===== config.mk =====
export PLATFORM = sky130hd
export DESIGN_NAME = mt_transposer
export DESIGN_NICKNAME = d
export VERILOG_FILES = /design/src/rtl/mt_pkg.sv /design/src/rtl/mt_bank.sv /design/src/rtl/mt_seq.sv /design/src/rtl/mt_transposer.sv
export SDC_FILE = /design/constraint.sdc
export NUM_CORES = 2
export LEC_CHECK = 0
export BUFFER_PORTS_ARGS = -buffer_cell sky130_fd_sc_hd__buf_2
export CORE_MARGIN = 3
export CORE_UTILIZATION = 46
export DETAILED_ROUTE_END_ITERATION = 7
export HOLD_SLACK_MARGIN = 0.12
export PLACE_DENSITY = 0.61
export SYNTH_ARGS = -nofsm -noshare
export SYNTH_HDL_FRONTEND = slang
export SYNTH_SLANG_ARGS = --single-unit

===== constraint.sdc =====
create_clock -name clk -period 6.9 [get_ports clk]
set_clock_uncertainty 0.2 [all_clocks]
set_input_delay 0.69 -clock clk [delete_from_list [all_inputs] [get_ports clk]]
set_output_delay 0.69 -clock clk [all_outputs]
set_load 0.02 [all_outputs]

===== src/rtl/mt_pkg.sv =====
package mt_pkg;

    localparam int CPX_W = 16;

    typedef struct packed {
        logic [CPX_W-1:0] re;
        logic [CPX_W-1:0] im;
    } cpx_t;

    localparam int CPX_BITS = $bits(cpx_t);

    // Map a linear read index onto the row-major address of a blocked transpose.
    // Index bits, inner to outer: row in tile, column in tile, tile row, tile column.
    function automatic int unsigned blk_addr(input int unsigned idx,
                                             input int unsigned tile,
                                             input int unsigned rows,
                                             input int unsigned cols);
        int unsigned ii, jj, tr, tc;
        ii = idx % tile;
        jj = (idx / tile) % tile;
        tr = (idx / (tile * tile)) % (rows / tile);
        tc = idx / (tile * rows);
        return (tr * tile + ii) * cols + tc * tile + jj;
    endfunction

endpackage


===== src/rtl/mt_bank.sv =====
module mt_bank #(
    parameter int W     = 32,
    parameter int DEPTH = 64,
    localparam int AW   = $clog2(DEPTH)
) (
    input  logic          clk,
    input  logic          we,
    input  logic [AW-1:0] waddr,
    input  logic [W-1:0]  wdata,
    input  logic          re,
    input  logic [AW-1:0] raddr,
    output logic [W-1:0]  q
);
    logic [W-1:0] mem [DEPTH];

    always_ff @(posedge clk) begin
        if (we) mem[waddr] <= wdata;
    end

    // Registered read; the value holds while re is low (used as the output stage).
    always_ff @(posedge clk) begin
        if (re) q <= mem[raddr];
    end
endmodule


===== src/rtl/mt_seq.sv =====
module mt_seq
    import mt_pkg::*;
#(
    parameter int ROWS    = 8,
    parameter int COLS    = 8,
    parameter int TILE    = 4,
    parameter bit BLOCKED = 1'b0,
    localparam int DEPTH  = ROWS * COLS,
    localparam int AW     = $clog2(DEPTH)
) (
    input  logic          clk,
    input  logic          rst,
    input  logic          adv,
    output logic [AW-1:0] addr,
    output logic          last
);
    logic [AW-1:0] cnt;

    assign last = (cnt == AW'(DEPTH - 1));

    always_ff @(posedge clk) begin
        if (rst)      cnt <= '0;
        else if (adv) cnt <= last ? '0 : cnt + 1'b1;
    end

    generate
        if (BLOCKED) begin : g_blocked
            assign addr = AW'(blk_addr(int'(cnt), TILE, ROWS, COLS));
        end else begin : g_linear
            assign addr = cnt;
        end
    endgenerate
endmodule


===== src/rtl/mt_transposer.sv =====
module mt_transposer
    import mt_pkg::*;
#(
    parameter int ROWS   = 8,
    parameter int COLS   = 8,
    parameter int TILE   = 4,
    localparam int DEPTH = ROWS * COLS,
    localparam int AW    = $clog2(DEPTH)
) (
    input  logic             clk,
    input  logic             rst,
    input  logic             in_valid,
    output logic             in_ready,
    input  logic [CPX_W-1:0] in_re,
    input  logic [CPX_W-1:0] in_im,
    output logic             out_valid,
    input  logic             out_ready,
    output logic [CPX_W-1:0] out_re,
    output logic [CPX_W-1:0] out_im
);
    logic          wr_sel, rd_sel, out_bank;
    logic [1:0]    full;
    logic          wr_fire, wr_last, wr_done;
    logic          rd_fire, rd_last, rd_done;
    logic [AW-1:0] wr_addr, rd_addr;
    logic [1:0]    bank_we, bank_re;
    cpx_t          wr_data;
    cpx_t          bank_q [2];
    cpx_t          out_data;

    assign in_ready = !full[wr_sel];
    assign wr_fire  = in_valid && in_ready;
    assign wr_done  = wr_fire && wr_last;
    assign rd_fire  = full[rd_sel] && (!out_valid || out_ready);
    assign rd_done  = rd_fire && rd_last;
    assign wr_data  = '{re: in_re, im: in_im};

    mt_seq #(.ROWS(ROWS), .COLS(COLS), .TILE(TILE), .BLOCKED(1'b0)) u_wseq (
        .clk(clk), .rst(rst), .adv(wr_fire), .addr(wr_addr), .last(wr_last)
    );

    mt_seq #(.ROWS(ROWS), .COLS(COLS), .TILE(TILE), .BLOCKED(1'b1)) u_rseq (
        .clk(clk), .rst(rst), .adv(rd_fire), .addr(rd_addr), .last(rd_last)
    );

    generate
        for (genvar b = 0; b < 2; b++) begin : g_bank
            assign bank_we[b] = wr_fire && (wr_sel == 1'(b));
            assign bank_re[b] = rd_fire && (rd_sel == 1'(b));
            mt_bank #(.W(CPX_BITS), .DEPTH(DEPTH)) u_mem (
                .clk(clk), .we(bank_we[b]), .waddr(wr_addr), .wdata(wr_data),
                .re(bank_re[b]), .raddr(rd_addr), .q(bank_q[b])
            );
        end
    endgenerate

    // Bank ownership: a bank is marked full by its last write and freed by its last read.
    always_ff @(posedge clk) begin
        if (rst) begin
            full   <= '0;
            wr_sel <= 1'b0;
            rd_sel <= 1'b0;
        end else begin
            for (int b = 0; b < 2; b++) begin
                if (wr_done && (wr_sel == 1'(b)))      full[b] <= 1'b1;
                else if (rd_done && (rd_sel == 1'(b))) full[b] <= 1'b0;
            end
            wr_sel <= wr_sel ^ wr_done;
            rd_sel <= rd_sel ^ rd_done;
        end
    end

    // The valid flag follows the one-cycle read latency of the banks.
    always_ff @(posedge clk) begin
        if (rst) begin
            out_valid <= 1'b0;
            out_bank  <= 1'b0;
        end else if (rd_fire) begin
            out_valid <= 1'b1;
            out_bank  <= rd_sel;
        end else if (out_ready) begin
            out_valid <= 1'b0;
        end
    end

    assign out_data = bank_q[out_bank];
    assign out_re   = out_data.re;
    assign out_im   = out_data.im;
endmodule


==> key figures <==
Place
  – Count of placed standard cells including taps: approximately 11000
  – Final HPWL from detailed placement: ~240000 µm
  – RD Place Congestion: around 0.9
  – Placed Area: around 170000 µm²
  – PortBufs: 69
  – Pre-CTS setup slack: ~2.3 ns

GRT
  – Largest net degree at the start of global routing: approximately 110
  – Antenna violations before repair: 35
  – Global-route wire length before repair: approximately 600000 µm
  – Number of global-route vias before repair: about 75000
  – Total grt overflow: 0
  – GRT Util Overall: 24.3%

Synth
  – EDFF count, synth: ~4200
  – Top-count cell post-synth: sky130_fd_sc_hd__edfxtp_1
  – Area fraction of the dominant cell type after synthesis: approximately 79%
  – Average footprint of a synthesized cell: between 20 and 25 µm²
  – Post-synthesis sequential area ratio: around 80%
  – Post-synthesis cell type with the largest combined area: sky130_fd_sc_hd__edfxtp_1
  – Number of nets in the synthesized netlist: a little under 7000
  – Cell variety after synth: 43
  – Synth top cells by count: 4160 x sky130_fd_sc_hd__edfxtp_1, 1024 x sky130_fd_sc_hd__mux4_2, 241 x sky130_fd_sc_hd__a22oi_1, 217 x sky130_fd_sc_hd__nor2_1, 161 x sky130_fd_sc_hd__buf_2
  – Number of synthesized register bits: 4178
  – Proportion of synthesized flip-flops having asynchronous set or reset: 0%
  – Main synth FF type: sky130_fd_sc_hd__edfxtp_1
  – Synthesis warning total: 0
  – Area of the mapped netlist: ~160000 µm²
  – Post-Syn Instances: between 6000 and 7000
  – Leading cell types by total area after synthesis: sky130_fd_sc_hd__edfxtp_1 79%, sky130_fd_sc_hd__mux4_2 15%, sky130_fd_sc_hd__a22oi_1 1.1%

Flow run
  – Number of maximum-capacitance violations: 0

Critical path
  – Type of origin of the critical path: flop
  – Slowest library cell on the worst path: sky130_fd_sc_hd__o221ai_1
  – Crit path kind: flop to flop
  – Critical Path Sink Type: flop
  – Worst Path Arrival: 4.76 ns
  – Ordered list of cells on the worst path: buf_12 > nand2_2 > o221ai_1 > nor2_1 > o211a_1
  – Required time at the endpoint of the critical path: 7.42 ns
  – Top fanout value on the critical path: 81
  – Critical R2R Launch: u_rseq.cnt[5]
  – Critical path's largest stage delay: about 0.97 ns
  – Worst setup startpoint: u_rseq.cnt[5]

Detailed routing
  – Total wire length after detailed routing: 426000 µm
  – Detailed-route vias per instance: around 6.3
  – WL/cell: approximately 35 µm
  – Via count: 75700
  – DRC violation total after the first TritonRoute iteration: approximately 11000
  – Number of iterations in the first detailed-routing pass: 5
  – Remaining antenna violation count after routing: 0
  – Number of remaining DRC errors: 0

Timing
  – Headroom to the max-slew limit: 8.21%
  – Highest clock rate: about 240 MHz
  – Final Slew Violations: 0
  – Pin slew with the least headroom to its limit: about 1.4 ns
  – Share of the clock period used by the worst path after layout: roughly three fifths
  – Clock period minus final worst setup slack: about 4.2 ns
  – Final total negative setup slack: 0 ns
  – Endpoints failing setup: 0
  – Final hold viol count: 0
  – Setup repair after global routing missed its margin: no
  – Post-route worst setup slack: approximately 2.7 ns
  – Hold slack: 0.152 ns

Clock network
  – TritonCTS clock tree: yes
  – Htree depth: 5
  – Clock Pin Slew Worst Setup and Hold Paths: ~0.06 ns
  – Count of buffers added by post-CTS timing repair for setup: 0
  – Buffer cell driving the clock tree root: sky130_fd_sc_hd__clkbuf_16
  – CTS sink cnt: 4178
  – CTS max path bufs: 4
  – CTS buffer count: 422
  – Clock Latency Late Sink: 0.96 ns

Floorplanning
  – Die area: about 350000 µm²
  – Chip height: slightly below 600 µm
  – Die outline width: between 500 and 600 µm
  – Top-level I/O count: 70
  – Initial standard-cell utilization of the core: 46.3%
  – Core Region: approximately 340000 µm²
  – Row count: around 210

Cells and area
  – Layout overhead on the synthesized area: 13.1%
  – Post-layout nets: about 7000
  – Fin area: roughly 180000 µm²
  – Share of cells above drive strength 1: 28.1%
  – Filler Cell Count: between 20000 and 30000
  – Final cell count without fillers: 12000

Power
  – Power per standard cell area: 282 nW/µm²
  – Static leakage: 53.1 nW
  – Largest vdd supply drop: 0.217 mV

Hold path
  – Launch instance of the worst min-delay path: in_re[13]
  – Path type of the worst min-delay path: primary input to flop

Outcome
  – Result of the run: completed
[worst max-delay path, delay by kind of cell, from the launching register on]
kind / cells / cell delay [ns]
AO/OA/AOI/OAI: 2 / 1.26
flip-flops: 1 / 0.89
AND/OR/NAND/NOR: 2 / 1.17
buffers and inverters: 1 / 0.41
[repair_timing]
action	CTS	global route
gates resized for setup	0	0
endpoints found under the hold margin	596	0
hold buffers	25	0
[power by group]
part | switching, W | internal (W) | leakage (nW)
registers | 0.00000783 | 0.0279 | 37.5
logic | 0.000553 | 0.0000695 | 9.18
clock network | 0.00951 | 0.0124 | 6.39
[cell type report]
| class | count | area [µm²] | area share [%] |
|---|---|---|---|
| Antenna cell | 40 | 100 | 0.0560 |
| Clock buffer | 520 | 11100 | 6.19 |
| Clock inverter | 245 | 2030 | 1.14 |
| Inverter | 6 | 22.5 | 0.0126 |
| Multi-Input combinational cell | 2152 | 31700 | 17.7 |
| Sequential cell | 4178 | 125000 | 70.2 |
| Tap cell | 4536 | 5680 | 3.18 |
| Timing Repair Buffer | 329 | 2720 | 1.52 |
[worst paths after layout]
check                                              endpoint  cells past startpoint  slack [ns]
worst max register to register         g_bank[0].u_mem.q[0]                      5        2.66
worst min-delay path            g_bank[0].u_mem.mem[21][29]                      1        0.15
worst min register to register               u_wseq.addr[1]                      2        0.37
worst max-delay path                   g_bank[0].u_mem.q[0]                      5        2.66
[layout by cell type, fill, tap and decap left out, types with 74 or more instances in the layout]
| cell type | Yosys | layout |
|---|---|---|
| sky130_fd_sc_hd__edfxtp_1 | 4160 | 4160 |
| sky130_fd_sc_hd__mux4_2 | 1024 | 1024 |
| sky130_fd_sc_hd__clkbuf_16 | 0 | 428 |
| sky130_fd_sc_hd__buf_4 | 37 | 245 |
| sky130_fd_sc_hd__a22oi_1 | 241 | 241 |
| sky130_fd_sc_hd__nor2_4 | 0 | 131 |
| sky130_fd_sc_hd__nand3_1 | 124 | 123 |
| sky130_fd_sc_hd__o221ai_1 | 113 | 113 |
| sky130_fd_sc_hd__clkinv_1 | 0 | 110 |
| sky130_fd_sc_hd__clkbuf_1 | 150 | 92 |
| sky130_fd_sc_hd__nor2_1 | 217 | 86 |
| sky130_fd_sc_hd__o22ai_1 | 78 | 78 |
| sky130_fd_sc_hd__clkinv_2 | 0 | 74 |
[cell families (layout without fill, tap and decap cells)]
| group | after synthesis | after routing | share of synthesized area, % |
|---|---|---|---|
| flip-flops | 4178 | 4178 | 79.4 |
| multiplexers | 1123 | 1123 | 15.3 |
| AO/OA/AOI/OAI | 587 | 587 | 2.84 |
| AND/OR/NAND/NOR | 429 | 429 | 1.22 |
| buffers and inverters | 396 | 1100 | 1.24 |
| XOR/XNOR | 7 | 7 | 0.0388 |
| adder cells (fa/ha/maj) | 6 | 6 | 0.0475 |
| other | 0 | 40 | 0 |
[flip-flops by register name (all words and copies together), names as in the netlist]
register          count
full                  2
g_bank.u_mem.mem   4096
g_bank.u_mem.q       64
out_bank              1
out_valid             1
rd_sel                1
u_rseq.cnt            6
u_wseq.addr           6
wr_sel                1
[per-stage QoR]
step,util (%),total power [W]
after floorplan,-,0.0285
after global placement,48.5,0.0291
after detailed placement,48.5,0.0291
after CTS,52.4,0.0507
after global routing,52.4,0.0518
final,52.4,0.0504
[metal layers]
metal / wire length [µm] / up-vias / global-route usage (%)
met5: 23 / - / 0
met4: 15100 / 4 / 7.84
met3: 39800 / 559 / 4.64
met2: 197000 / 3833 / 36.9
met1: 173000 / 41400 / 35.8
li1: - / 29900 / -
Power figures use the tool's default switching activity.
